===== config.mk =====
export PLATFORM = sky130hd
export DESIGN_NAME = dma_chan_irq_ctrl
export DESIGN_NICKNAME = d
export VERILOG_FILES = /design/src/rtl/dma_irq_pkg.sv /design/src/rtl/dma_irq_regs.sv /design/src/rtl/dma_irq_status.sv /design/src/rtl/dma_irq_err.sv /design/src/rtl/dma_chan_irq_ctrl.sv
export SDC_FILE = /design/constraint.sdc
export NUM_CORES = 1
export LEC_CHECK = 0
export ABC_AREA = 0
export BUFFER_PORTS_ARGS = -buffer_cell sky130_fd_sc_hd__buf_2
export CAP_MARGIN = 20
export CELL_PAD_IN_SITES_DETAIL_PLACEMENT = 1
export CELL_PAD_IN_SITES_GLOBAL_PLACEMENT = 2
export CORE_MARGIN = 2
export CORE_UTILIZATION = 27
export CTS_CLUSTER_SIZE = 40
export DETAILED_ROUTE_END_ITERATION = 10
export PLACE_DENSITY = 0.74
export SYNTH_ARGS = -nofsm -noshare
export SYNTH_HDL_FRONTEND = slang
export SYNTH_SLANG_ARGS = --single-unit

===== constraint.sdc =====
create_clock -name clk -period 1.2 [get_ports clk]
set_input_delay 0 -clock clk [delete_from_list [all_inputs] [get_ports clk]]
set_output_delay 0 -clock clk [all_outputs]
set_load 0.01 [all_outputs]

===== src/rtl/dma_irq_pkg.sv =====
// Shared constants and types for the channel interrupt controller.
package dma_irq_pkg;
    localparam int unsigned N_EV       = 6;
    localparam int unsigned EV_TIMEOUT = 0;
    localparam int unsigned EV_COLLIDE = 1;
    typedef logic [N_EV-1:0] ev_vec_t;
    // Bits that are error events; all others are status events.
    localparam ev_vec_t ERR_MASK = ev_vec_t'((1 << EV_TIMEOUT) | (1 << EV_COLLIDE));
    localparam logic ADDR_MASK = 1'b0;
    localparam logic ADDR_STAT = 1'b1;
endpackage


===== src/rtl/dma_irq_regs.sv =====
// Mask register and read-data multiplexer.
// Assumes: bus strobes are qualified by the top module; reads are combinational.
module dma_irq_regs
    import dma_irq_pkg::*;
(
    input  logic    clk,
    input  logic    rst_n,
    input  logic    mask_wr_i,
    input  ev_vec_t wdata_i,
    input  logic    addr_i,
    input  ev_vec_t status_i,
    output ev_vec_t mask_o,
    output ev_vec_t rdata_o
);
    ev_vec_t mask_q;

    // Load the event mask on a qualified write.
    always_ff @(posedge clk) begin
        if (!rst_n)         mask_q <= '0;
        else if (mask_wr_i) mask_q <= wdata_i;
    end

    // Select the register seen by the bus.
    always_comb begin
        rdata_o = (addr_i == ADDR_STAT) ? status_i : mask_q;
    end

    assign mask_o = mask_q;
endmodule


===== src/rtl/dma_irq_status.sv =====
// Status register with clear-on-read and the active-low interrupt level.
// Assumes: a clear request blocks any event of the same cycle.
module dma_irq_status
    import dma_irq_pkg::*;
(
    input  logic    clk,
    input  logic    rst_n,
    input  ev_vec_t ev_i,
    input  ev_vec_t mask_i,
    input  logic    clr_i,
    output ev_vec_t status_o,
    output logic    irq_n_o
);
    ev_vec_t status_q;
    logic    pending;

    assign pending = |status_q;

    // One bit per event source; capture only when nothing is pending.
    for (genvar g = 0; g < N_EV; g++) begin : g_bit
        always_ff @(posedge clk) begin
            if (!rst_n)       status_q[g] <= 1'b0;
            else if (clr_i)   status_q[g] <= 1'b0;
            else if (!pending) status_q[g] <= ev_i[g] & mask_i[g];
        end
    end

    // Drive the interrupt low while any cause is held.
    always_ff @(posedge clk) begin
        if (!rst_n) irq_n_o <= 1'b1;
        else        irq_n_o <= clr_i ? 1'b1 : (pending ? 1'b0 : ~|(ev_i & mask_i));
    end

    assign status_o = status_q;
endmodule


===== src/rtl/dma_irq_err.sv =====
// Error response: disable and release commands, registered one cycle.
// Assumes: the error pulses are synchronous to clk.
module dma_irq_err
    import dma_irq_pkg::*;
(
    input  logic    clk,
    input  logic    rst_n,
    input  ev_vec_t ev_i,
    input  ev_vec_t mask_i,
    output logic    disable_o,
    output logic    release_o
);
    ev_vec_t err_seen;
    assign err_seen = ev_i & ERR_MASK;

    // Any error disables the channel; only an unmasked one releases it.
    always_ff @(posedge clk) begin
        if (!rst_n) begin
            disable_o <= 1'b0;
            release_o <= 1'b0;
        end else begin
            disable_o <= |err_seen;
            release_o <= |(err_seen & mask_i);
        end
    end
endmodule


===== src/rtl/dma_chan_irq_ctrl.sv =====
// Interrupt controller for one logical DMA channel: mask, clear-on-read status,
// active-low level interrupt and error commands.
// Assumes: one bus operation per cycle; event pulses synchronous to clk.
module dma_chan_irq_ctrl
    import dma_irq_pkg::*;
(
    input  logic                clk,
    input  logic                rst_n,
    input  logic [N_EV-1:0]     ev_i,
    input  logic                bus_sel_i,
    input  logic                bus_wr_i,
    input  logic                bus_rd_i,
    input  logic                bus_addr_i,
    input  logic [N_EV-1:0]     bus_wdata_i,
    output logic [N_EV-1:0]     bus_rdata_o,
    output logic                irq_n_o,
    output logic                chan_disable_o,
    output logic                phys_release_o
);
    ev_vec_t mask_q;
    ev_vec_t status_q;
    logic    mask_wr;
    logic    stat_rd;

    // Decode the bus strobes.
    always_comb begin
        mask_wr = bus_sel_i && bus_wr_i && (bus_addr_i == ADDR_MASK);
        stat_rd = bus_sel_i && bus_rd_i && (bus_addr_i == ADDR_STAT);
    end

    dma_irq_regs u_regs (
        .clk      (clk),
        .rst_n    (rst_n),
        .mask_wr_i(mask_wr),
        .wdata_i  (bus_wdata_i),
        .addr_i   (bus_addr_i),
        .status_i (status_q),
        .mask_o   (mask_q),
        .rdata_o  (bus_rdata_o)
    );

    dma_irq_status u_status (
        .clk     (clk),
        .rst_n   (rst_n),
        .ev_i    (ev_i),
        .mask_i  (mask_q),
        .clr_i   (stat_rd),
        .status_o(status_q),
        .irq_n_o (irq_n_o)
    );

    dma_irq_err u_err (
        .clk      (clk),
        .rst_n    (rst_n),
        .ev_i     (ev_i),
        .mask_i   (mask_q),
        .disable_o(chan_disable_o),
        .release_o(phys_release_o)
    );
endmodule


* After elaboration in Yosys (flattened, before gate mapping)
Cells that the tools add are included.
** Word-level totals
- Word-level logic and storage cells :: 32
- Bits in registers :: 15
- Output and inout port bits :: 9
- Input bits :: 18
** Operators by class
- Bitwise operators :: 10
- Muxes and demuxes :: 2
- Reductions and logical operators :: 10
** Operator list (count)
- $reduce_or A6 Y1 :: 3
- $and A1 B1 Y1 :: 6
- $and A2 B6 Y6 :: 1
- $and A6 B6 Y6 :: 1
- $mux W6 :: 1
- $logic_and A1 B1 Y1 :: 4
- $reduce_or A2 Y1 :: 2
- $not A1 Y1 :: 2
- $logic_not A1 Y1 :: 1
- $mux W1 :: 1

* Longest topological paths before layout
- Depth after elaboration :: 4
- Depth in mapped cells :: 4
- Depth with buffers taken out :: 3

* Cells and area by module
A second synthesis with hierarchy kept.
** Second synthesis, totals
- Cells, all modules :: 61
- Area, all modules :: 691.9 sq um
** By module, submodules not included
- dma_irq_regs :: instances 1, seq. area each 120.1 sq um, area each 326.6 sq um, cells an instance 26
- dma_irq_status :: instances 1, seq. area each 140.1 sq um, area each 287.8 sq um, cells an instance 28
- dma_irq_err :: instances 1, seq. area each 40.0 sq um, area each 61.3 sq um, cells an instance 5
- dma_chan_irq_ctrl :: instances 1, seq. area each 0.0 sq um, area each 16.3 sq um, cells an instance 2

* Worst setup path after synthesis
OpenSTA, ideal clock, no wires.
- Kind :: flip-flop to flip-flop
- Start point :: register u_status.status_q[1], in the netlist u_status.status_o[1]
- End point :: register u_status.irq_n_o
- Arrival :: 0.944 ns
- Setup slack :: 0.186 ns
- Data required time :: 1.129 ns
- Period minus slack after synthesis :: 1.014 ns
- Stages on the path, launching flop included :: 4
- Buffers on the path :: 0
- Library setup time :: 0.071 ns
- Cell sequence :: dfxtp_1 -> nor4_4 -> nand4_1 -> o21bai_1
** Between the ends
- Cells in the longest elaborated chain, start to end :: 2
** Ends and longest elaborated chain
- start: declaration :: line dma_irq_status.sv:14 : ev_vec_t status_q;
- start signal: indexed assignment :: line dma_irq_status.sv:24 : else if (!pending) status_q[g] <= ev_i[g] & mask_i[g];
- $reduce_or A6 Y1 :: line dma_irq_status.sv:17 : assign pending = |status_q;
- $mux W1 :: line dma_irq_status.sv:31 : else irq_n_o <= clr_i ? 1'b1 : (pending ? 1'b0 : ~|(ev_i & mask_i));
- end signal: assignment :: line dma_irq_status.sv:31
- end: declaration :: line dma_irq_status.sv:12 : output logic irq_n_o
No other way between the ends.
A chain may end at the register's enable or synchronous reset.

* Final worst setup path
- Start point :: register u_status.status_q[1], in the netlist u_status.status_o[1]
- End point :: register u_status.status_q[4], in the netlist u_status.status_o[4]
** Between the ends
- Cells in the longest elaborated chain, start to end :: 1
** Ends and longest elaborated chain (line)
- $reduce_or A6 Y1 :: dma_irq_status.sv:17
No other way between the ends.

==> metrics.txt <==
status completed; CTS clk-pin slew, worst paths around 90 ps; Clock Sinks 15; Core ar. 0.00225 mm2; Critical Path Source u_status.status_o[1]$_SDFFE_PP0N_; via count between 600 and 700; pre-CTS setup slack approximately 36 ps; first-pass GRT wire length roughly 2.9 mm; Die Area approximately 0.0028 mm2; worst vdd rail ir drop just under 0.5 mV; largest net degree at the start of global routing 10; routed len/inst between 10 and 15 um; vias in the first global route ~600; final setup skew approximately 2.3 ps; crit path cell chain nor4_4 -> buf_4 -> a41oi_1 -> nor2_1; DP Area 813 um2; CTS Buf Count 3; Final Hold Fails 0; Worst Setup Start Kind register; GRT overflow 0; worst r2r path cells 4; synthesized cell area 653 um2; Post-synth EDFFs 0; WL met3 between 60 and 70 um; top routing layer used met4; Worst R2R End u_status.status_o[4]$_SDFFE_PP0N_; Vias/cell 4.87; reg-to-reg slack, setup a little under 70 ps; Initial DRC Count 5; DRC violations left 0; fin crit share between 90 and 100%; Yosys cell types 17; register bit total from synthesis 15; Cells after Synth 58; sequential fraction of the synthesis area a little under half; storage element area between 300 and 400 um2; Main synth FF type dfxtp_1; Tmin final about 1100 ps; reg2reg start u_status.status_o[1]$_SDFFE_PP0N_; clk root buf clkbuf_4; slew margin rel. between 70 and 80%; Crit Path Category reg -> reg; global-route usage over all layers ~14%; Worst Tran Pin Value 319 ps; CP max stage delay about 350 ps; clock latency on the worst-skew pair ~290 ps; final wirelength 1.75 mm; crit path capture type register; Initial Utilization 29.0%; Power Density 1060 mW/mm2; Slew Limit Fails 0; fin util roughly two fifths; Tot Pwr 0.000987 W; CP max stage cell dfxtp_2; RSZ-0062 raised after global routing true; # nets final 115; Synth-to-Final Area Change 42.7%; DRT antenna net count 0; fmax between 0.8 and 0.9 GHz; Critical Path RT 1430 ps; H-tree depth 1; I/O Pins 27; # fillers roughly 270; CP Data Arrival Time around 1400 ps; Setup violations, final 0; worst hold path type in -> reg; Clock Path Buffers 2; IO buf count 26; Static Leakage 0.448 nW; DP HPWL roughly 1.2 mm; YS warnings 0; ratio of cells with drive above 1 in the final layout between 40% and 50%; met2 routed WL about 850 um; die height roughly 53 um; CTS tree built; Syn Area/Cell between 10 and 15 um2; syn_nets between 70 and 80; top post-synthesis cells by area dfxtp_1 46%, mux2_2 10%, mux2i_1 9.2%; most common cell in the netlist dfxtp_1; CP Max Fanout 4; CP endpoint u_status.status_o[4]$_SDFFE_PP0N_; gp weighted congestion ~0.7; die width 53.2 um; max-cap violation count 0; most area-hungry cell type in the Yosys netlist dfxtp_1; finished layout cell area ~930 um2; row count 17; first drt pass iteration count 4; ant diodes 0; initial antenna violation count 0; Multi-input gate area 348 um2; Min Hold Slack ~13 ps; Final Worst Setup Slack 67.6 ps; sum of routed wire segments on met1 approximately 790 um; ys async rst share 0%; most frequent cells after synthesis 15 x dfxtp_1, 7 x nor2b_1; Yosys top cell area share a little under half
## worst min-delay path by stage
stage / startpoint / endpoint / depth (start not counted)
after CTS: ev_i[5] / u_status.status_o[5]$_SDFFE_PP0N_ / 3
after detailed placement: ev_i[0] / u_err.disable_o$_SDFF_PN0_ / 2
after global routing: rst_n / u_regs.mask_o[3]$_SDFFE_PN0P_ / 2
final: ev_i[5] / u_status.status_o[5]$_SDFFE_PP0N_ / 3
after global placement: ev_i[0] / u_err.disable_o$_SDFF_PN0_ / 2
after floorplan: ev_i[0] / u_err.disable_o$_SDFF_PN0_ / 1
## critical path, delay by kind of cell, from the launching register on
kind	cells	cell delay, ps
AOI/OAI and AO/OA	1	120
buffers and inverters	1	180
DFF	1	350
and+or+nand+nor	2	420
## through the flow
step | TNS (ps) | instances
6_report | 0 | 124
5_1_grt | -35.2 | 124
4_1_cts | 0 | 125
3_5_place_dp | 0 | 111
3_3_place_gp | 0 | 111
2_1_floorplan | 0 | 58
## registers in the layout (all words and copies together) (netlist names)
signal and count:
u_status.irq_n_o 1, u_err.disable_o 1, u_status.status_o 6, u_err.release_o 1, u_regs.mask_o 6
## cell type report
cell class,instances,share of cell area (%)
well taps,28,3.76
flip-flops and latches,15,32.5
clock buffers,4,2.82
repair buffers,35,23.6
multi-input cells,42,37.3
## metal layers
layer / vias to the layer above / GRT usage (%)
li1: 295 / -
met2: 14 / 22.7
met5: - / 0
met4: 0 / 8.97
met1: 291 / 18.6
met3: 4 / 1.69
## cell usage in the layout, fill, tap and decap left out
cell and n:
buf_2 25, dfxtp_1 13, dlygate4sd3_1 8, nor2b_1 7, mux2_2 6, mux2i_1 6
a41oi_1 6, nor2_1 6, clkbuf_4 3, a22oi_1 2, buf_4 2, dfxtp_2 2
nand3b_4 1, nand3_1 1, nand2_1 1, nor2_2 1, nor4_4 1, o21a_1 1
a22o_1 1, nand4_1 1, o21bai_1 1, clkbuf_1 1
## logic make-up (layout without fill, tap and decap cells)
| logic type | count (synthesis) | after routing | share of synthesized area (%) |
|---|---|---|---|
| and+or+nand+nor | 19 | 19 | 19.7 |
| muxes | 12 | 12 | 19.5 |
| buffers and inverters | 1 | 39 | 0.766 |
| DFF | 15 | 15 | 46.0 |
| AOI/OAI and AO/OA | 11 | 11 | 14.0 |
## power breakdown
| group | total [W] | switching, W | internal [W] |
|---|---|---|---|
| clock | 0.000305 | 0.000175 | 0.000129 |
| combinational | 0.000154 | 0.0000672 | 0.0000872 |
| sequential | 0.000528 | 0.0000131 | 0.000515 |
| total | 0.000987 | 0.000256 | 0.000731 |
## repair_timing
action,4_1_cts,5_1_grt
pin swaps,1,1
endpoints found under the setup margin,1,7
hold buffers,8,0
setup buffers,2,0
resized for setup,0,2
gates cloned,0,0
endpoints found under the hold margin,7,0
No activity file was read; power rests on OpenSTA's default activity.
